===== src/rtl/evo_pkg.sv =====
package evo_pkg;

  // Source of a rank wipe in the current cycle
  typedef enum logic [1:0] {
    CLR_NONE = 2'd0,
    CLR_SW   = 2'd1,
    CLR_AUTO = 2'd2
  } clr_src_e;

endpackage


===== src/rtl/evo_rank_alloc.sv =====
// Combinational rank allocation: each fresh completion receives
// base + 1 + (number of fresh completions at lower indices).
module evo_rank_alloc #(
  parameter int NUM_EVT = 16,
  parameter int RANK_W  = 5
) (
  input  logic [NUM_EVT-1:0]             fresh,
  input  logic [RANK_W-1:0]              base,
  output logic [NUM_EVT-1:0][RANK_W-1:0] rank_new,
  output logic [RANK_W-1:0]              total
);

  logic [NUM_EVT:0][RANK_W-1:0] pre;

  assign pre[0] = '0;

  for (genvar i = 0; i < NUM_EVT; i++) begin : g_chain
    assign pre[i+1]    = pre[i] + RANK_W'(fresh[i]);
    assign rank_new[i] = base + pre[i] + RANK_W'(1);
  end

  assign total = pre[NUM_EVT];

endmodule


===== src/rtl/evo_order_regs.sv =====
// Rank storage and completion counter.
module evo_order_regs
  import evo_pkg::*;
#(
  parameter int NUM_EVT = 16,
  parameter int RANK_W  = 5
) (
  input  logic                           clk,
  input  logic                           rst_n,
  input  clr_src_e                       clr_src,
  input  logic [NUM_EVT-1:0]             fresh,
  input  logic [NUM_EVT-1:0][RANK_W-1:0] rank_new,
  input  logic [RANK_W-1:0]              total,
  output logic [RANK_W-1:0]              cnt,
  output logic [NUM_EVT-1:0]             recorded,
  output logic [NUM_EVT*RANK_W-1:0]      order_flat
);

  logic [NUM_EVT-1:0][RANK_W-1:0] rank_q, rank_d;
  logic [RANK_W-1:0]              cnt_q, cnt_d;
  logic                           upd;

  assign upd = (clr_src != CLR_NONE) || (|fresh);

  always_comb begin
    rank_d = rank_q;
    cnt_d  = cnt_q;
    if (clr_src != CLR_NONE) begin
      rank_d = '0;
      cnt_d  = '0;
    end else begin
      for (int i = 0; i < NUM_EVT; i++) begin
        if (fresh[i]) rank_d[i] = rank_new[i];
      end
      cnt_d = cnt_q + total;
    end
  end

  always_ff @(posedge clk or negedge rst_n) begin
    if (!rst_n) begin
      rank_q <= '0;
      cnt_q  <= '0;
    end else if (upd) begin
      rank_q <= rank_d;
      cnt_q  <= cnt_d;
    end
  end

  for (genvar i = 0; i < NUM_EVT; i++) begin : g_rec
    assign recorded[i] = |rank_q[i];

    AST_RANK_KEEP: assert property (@(posedge clk) disable iff (!rst_n)
      (recorded[i] && clr_src == CLR_NONE) |=> $stable(rank_q[i]));
  end

  assign cnt        = cnt_q;
  assign order_flat = rank_q;

  AST_CLR_EMPTIES: assert property (@(posedge clk) disable iff (!rst_n)
    (clr_src != CLR_NONE) |=> (order_flat == '0 && cnt_q == '0));

  AST_CNT_BOUND: assert property (@(posedge clk) disable iff (!rst_n)
    cnt_q <= RANK_W'(NUM_EVT));

  AST_CNT_MONO: assert property (@(posedge clk) disable iff (!rst_n)
    (clr_src == CLR_NONE) |=> (cnt_q >= $past(cnt_q)));

endmodule


===== src/rtl/evo_tmr_track.sv =====
// Per-timer completion tracking since that timer's last trigger.
module evo_tmr_track #(
  parameter int NUM_EVT = 16
) (
  input  logic               clk,
  input  logic               rst_n,
  input  logic               trig,
  input  logic [NUM_EVT-1:0] own,
  input  logic [NUM_EVT-1:0] member,
  input  logic [NUM_EVT-1:0] hit,
  output logic               flag
);

  logic [NUM_EVT-1:0] cmp_q, cmp_d;
  logic               flag_q, flag_d;
  logic               all_done;
  logic               upd;

  always_comb begin
    if (trig) cmp_d = cmp_q & ~own;
    else      cmp_d = cmp_q | (hit & own);
  end

  assign all_done = (|member) && (&(cmp_d | ~member));

  always_comb begin
    if (trig) flag_d = 1'b0;
    else      flag_d = flag_q | all_done;
  end

  assign upd = trig || (|(hit & own)) || (flag_d != flag_q);

  always_ff @(posedge clk or negedge rst_n) begin
    if (!rst_n) begin
      cmp_q  <= '0;
      flag_q <= 1'b0;
    end else if (upd) begin
      cmp_q  <= cmp_d;
      flag_q <= flag_d;
    end
  end

  assign flag = flag_q;

  AST_TRIG_DROPS: assert property (@(posedge clk) disable iff (!rst_n)
    trig |=> !flag);

  AST_FLAG_HOLDS: assert property (@(posedge clk) disable iff (!rst_n)
    (flag && !trig) |=> flag);

  AST_TRIG_FORGETS: assert property (@(posedge clk) disable iff (!rst_n)
    trig |=> ((cmp_q & own) == '0));

endmodule


===== src/rtl/evt_order_rec.sv =====
module evt_order_rec
  import evo_pkg::*;
#(
  parameter  int NUM_EVT = 16,
  parameter  int NUM_TMR = 2,
  localparam int RANK_W  = $clog2(NUM_EVT + 1),
  localparam int TSEL_W  = $clog2(NUM_TMR)
) (
  input  logic                      clk,
  input  logic                      rst_n,
  input  logic [NUM_EVT-1:0]        evt_done,
  input  logic [NUM_EVT-1:0]        evt_en,
  input  logic [NUM_EVT*TSEL_W-1:0] evt_tmr_flat,
  input  logic [NUM_TMR-1:0]        tmr_trig,
  input  logic                      sw_clr,
  input  logic                      auto_clr_en,
  input  logic [TSEL_W-1:0]         clr_trig_sel,
  input  logic [NUM_TMR-1:0]        irq_en,
  output logic [NUM_EVT*RANK_W-1:0] order_flat,
  output logic [NUM_TMR-1:0]        tmr_done,
  output logic [NUM_TMR-1:0]        irq
);

  clr_src_e                       clr_src;
  logic [NUM_EVT-1:0]             hit;
  logic [NUM_EVT-1:0]             recorded;
  logic [NUM_EVT-1:0]             fresh;
  logic [NUM_EVT-1:0][RANK_W-1:0] rank_new;
  logic [RANK_W-1:0]              total;
  logic [RANK_W-1:0]              cnt;

  always_comb begin
    if (sw_clr)                                clr_src = CLR_SW;
    else if (auto_clr_en && tmr_trig[clr_trig_sel]) clr_src = CLR_AUTO;
    else                                       clr_src = CLR_NONE;
  end

  assign hit   = evt_done & evt_en;
  assign fresh = hit & ~recorded;

  evo_rank_alloc #(.NUM_EVT(NUM_EVT), .RANK_W(RANK_W)) u_alloc (
    .fresh    (fresh),
    .base     (cnt),
    .rank_new (rank_new),
    .total    (total)
  );

  evo_order_regs #(.NUM_EVT(NUM_EVT), .RANK_W(RANK_W)) u_regs (
    .clk        (clk),
    .rst_n      (rst_n),
    .clr_src    (clr_src),
    .fresh      (fresh),
    .rank_new   (rank_new),
    .total      (total),
    .cnt        (cnt),
    .recorded   (recorded),
    .order_flat (order_flat)
  );

  for (genvar t = 0; t < NUM_TMR; t++) begin : g_tmr
    logic [NUM_EVT-1:0] own;

    for (genvar i = 0; i < NUM_EVT; i++) begin : g_own
      assign own[i] = (evt_tmr_flat[i*TSEL_W +: TSEL_W] == TSEL_W'(t));
    end

    evo_tmr_track #(.NUM_EVT(NUM_EVT)) u_trk (
      .clk    (clk),
      .rst_n  (rst_n),
      .trig   (tmr_trig[t]),
      .own    (own),
      .member (own & evt_en),
      .hit    (hit),
      .flag   (tmr_done[t])
    );
  end

  assign irq = tmr_done & irq_en;

  AST_DISABLED_QUIET: assert property (@(posedge clk) disable iff (!rst_n)
    (clr_src == CLR_NONE && hit == '0) |=> $stable(order_flat));

  AST_OTHER_TRIG_KEEPS: assert property (@(posedge clk) disable iff (!rst_n)
    (!sw_clr && !auto_clr_en && evt_done == '0) |=> $stable(order_flat));

endmodule


===== config.mk =====
export PLATFORM = sky130hd
export DESIGN_NAME = evt_order_rec
export DESIGN_NICKNAME = d
export VERILOG_FILES = /design/src/rtl/evo_pkg.sv /design/src/rtl/evo_rank_alloc.sv /design/src/rtl/evo_order_regs.sv /design/src/rtl/evo_tmr_track.sv /design/src/rtl/evt_order_rec.sv
export SDC_FILE = /design/constraint.sdc
export NUM_CORES = 1
export LEC_CHECK = 0
export ABC_CLOCK_PERIOD_IN_PS = 8270
export BUFFER_PORTS_ARGS = -buffer_cell sky130_fd_sc_hd__buf_4
export CAP_MARGIN = 30
export CORE_MARGIN = 2
export CORE_UTILIZATION = 35
export DETAILED_ROUTE_END_ITERATION = 8
export PLACE_DENSITY = 0.59
export SLEW_MARGIN = 25
export SYNTH_ARGS = -nofsm -noshare
export SYNTH_HDL_FRONTEND = slang
export SYNTH_SLANG_ARGS = --single-unit
export TNS_END_PERCENT = 100

===== constraint.sdc =====
create_clock -name clk -period 8.27 [get_ports clk]
set_clock_uncertainty 0.15 [all_clocks]
set_input_delay 1.2405 -clock clk [delete_from_list [all_inputs] [get_ports clk]]
set_output_delay 1.2405 -clock clk [all_outputs]
set_load 0.02 [all_outputs]

==> metrics.txt <==
outcome=finished clean; Reg2Reg Setup Slack=0.56 ns; Synth area leaders=dfrtp_1, ha_1, a21oi_1; worst path arrival time=7.98 ns; global-route wire length before repair=40400 um; fin crit period=7.81 ns; Setup crit end kind=register; worst path required time=8.44 ns; area of the die=26300 um2; Crit path buffers/inverters=4; hold-fix buffer count after cts=0; synthesized area=8750 um2; Main synth FF type=dfrtp_1; Hold Fails Final Rpt=0; Distinct cells, synth=69; clk slew on worst S/H paths=0.06 ns; DR vias=7561; Hold Crit Class=reg -> reg; Core Area=24500 um2; Starting Density=35.8%; Layout area overhead=26.1%; Slew @ Worst Pin=0.925 ns; Crit path depth=26; CP startpoint kind=input port; CTS Buffer Depth=2; most frequent cells in the layout=buf_4, a21oi_1, dfrtp_1; commonest non-fill, non-tap cell in the layout=buf_4; Final setup viols=0; I/O Buffers=140; worst min-delay path startpoint=g_tmr[1].u_trk.cmp_q[3]; Fmax=128 MHz; Post-Syn Nets=1117; Area after DPL=10400 um2; GP Congestion=0.854; # rows=57; routed wire length per instance=17.0 um; die width=162 um; Routed WL=25000 um; layout cells sized above 1=20.8%; Slew HR=38.3%; Mapped Avg Cell Area=9.10 um2; Warnings, synthesis=0; R2R Path End=u_regs.cnt[4]; Worst Hold Path EP=g_tmr[1].u_trk.cmp_q[3]; final worst-path cycle share=94.5%; post-synthesis sequential area ratio=34.0%; Pins Over Slew Limit=0; # IOs=141; nets=1290; FF+latch count, synth=119; top-area cell type share of the netlist area=34.0%; cell count after synthesis=961; DR pass1 iterations=5; DR DRC count=0; H-Tree Depth=4; crit path max fanout=5; R2R Path Start=u_regs.order_flat[6]; die span in y=162 um; Final HPWL DP=19200 um; max cap viols=0; Fill cells=2438; fraction of registers with async set or reset after synthesis=100%; most numerous cell on the critical path=ha_1; power per cell area=517 nW/um2; slowest stage delay, CP=0.47 ns; clock latency at the later pin of the worst-skew pair=0.42 ns; pin count of the biggest net entering global routing=83; Num CTS Buffers=17; critical path launch point=evt_en[1]; total grt overflow=0; GRT Util Overall=19.6%; reg2reg path depth=25; dominant cell type by area after synthesis=dfrtp_1; ant diodes=0; Worst path top cell family by delay=adder cells; vias per inst=5.14; EDFF count, synth=0; antenna viol nets, final=0; hold path depth=2; kind of critical path=in -> reg; CP max stage cell=fa_1; total power after layout=5.70 mW; vias in the first global route=7517; Lkg Pwr=5.74 nW; post-route cell area=11000 um2; clk sink count=119; RSZ-0062 raised after global routing=no; starting DRC count in detailed routing=399; Worst VDD drop=0.000362 V; antenna violations before repair=0; Root Driver=clkbuf_16; CTS tree=yes
-- how the worst max path moves through the flow --
stage	to	slack [ns]
4_1_cts	u_regs.order_flat[79]	0.39
2_1_floorplan	u_regs.order_flat[79]	0.20
3_3_place_gp	u_regs.order_flat[79]	0.17
6_report	u_regs.cnt[4]	0.46
3_5_place_dp	u_regs.order_flat[79]	-0.04
5_1_grt	u_regs.order_flat[79]	0.001
-- cells in the mapped netlist, types with 10 or more instances --
library cell,n
fa_1,17
or3_1,14
inv_1,83
nor3_1,21
clkbuf_1,17
or4_1,14
a31oi_1,34
nor2b_1,10
a21oi_1,136
nor2_1,94
xnor2_1,52
a21o_1,28
ha_1,82
nand3_1,14
o31ai_1,12
nand2_1,64
dfrtp_1,119
xor2_1,25
-- sequential cells by signal, indices dropped and copies added, names as in the netlist --
register / cells
g_tmr.u_trk.cmp_q: 32
g_tmr.u_trk.flag: 2
u_regs.cnt: 5
u_regs.order_flat: 80
-- metal layers --
layer  GRT usage [%]  up-vias  share of wire, %
li1                -     3740                 -
met1            26.7     3670                47
met2            32.9      138                49
met3            3.29       13               3.5
met4            4.06        0               1.1
met5               0        -                 0
-- worst register-to-register path: stages (launching register included) --
cell     delay, ns
dfrtp_1       0.42
or4_1         0.56
or3_1         0.36
inv_1         0.11
fa_1          0.47
ha_1          0.33
ha_1          0.31
ha_1          0.30
ha_1          0.33
ha_1          0.34
ha_1          0.33
ha_1          0.33
ha_1          0.34
ha_1          0.34
ha_1          0.33
ha_1          0.32
ha_1          0.29
inv_1         0.07
fa_1          0.43
fa_1          0.42
inv_1         0.08
a21o_1        0.10
a21oi_1       0.07
xor2_1        0.15
xnor2_1       0.16
o31ai_2       0.18
-- report_power, final --
part           internal (mW)  total [mW]  switching, mW
Sequential             0.694       0.801          0.107
Clock                  0.485       0.775          0.290
Combinational           1.88        4.13           2.25
-- stage by stage --
step / hold slack (ns) / util, % / instances / setup slack (ns) / setup TNS (ns)
floorplan: 0.328 / - / 961 / 0.197 / 0
global placement: 0.342 / 42.3 / 1435 / 0.174 / 0
detailed placement: 0.346 / 42.4 / 1436 / -0.0406 / -0.0406
CTS: 0.367 / 44.9 / 1468 / 0.385 / 0
global route: 0.387 / 45.1 / 1471 / 0.00141 / 0
finish: 0.363 / 45.1 / 1471 / 0.458 / 0
-- cell families (layout without fill, tap and decap cells) --
| kind of cell | count (synthesis) | count (layout) | share of synthesized area (%) |
|---|---|---|---|
| AOI/OAI and AO/OA | 260 | 260 | 18.1 |
| buffers and inverters | 109 | 295 | 4.78 |
| muxes | 5 | 5 | 0.586 |
| and+or+nand+nor | 271 | 271 | 14.8 |
| adders and majority gates | 102 | 102 | 16.0 |
| xor gates and xnor gates | 95 | 95 | 11.7 |
| DFF | 119 | 119 | 34.0 |
-- cell type report --
| class | instances | area, um2 | area share [%] |
|---|---|---|---|
| sequential | 119 | 2980 | 27.0 |
| timing repair buffer | 175 | 1310 | 11.8 |
| inverter | 88 | 330 | 3.00 |
| clock buffer | 18 | 439 | 3.98 |
| clock inverter | 14 | 173 | 1.57 |
| multi-input combinational | 733 | 5400 | 48.9 |
| tap | 324 | 405 | 3.68 |
-- repair_timing --
action / CTS / global route
resized for setup: 0 / 6
setup buffers: 0 / 1
setup endpoints to repair: 0 / 3
(Power assumes the default switching activity.)
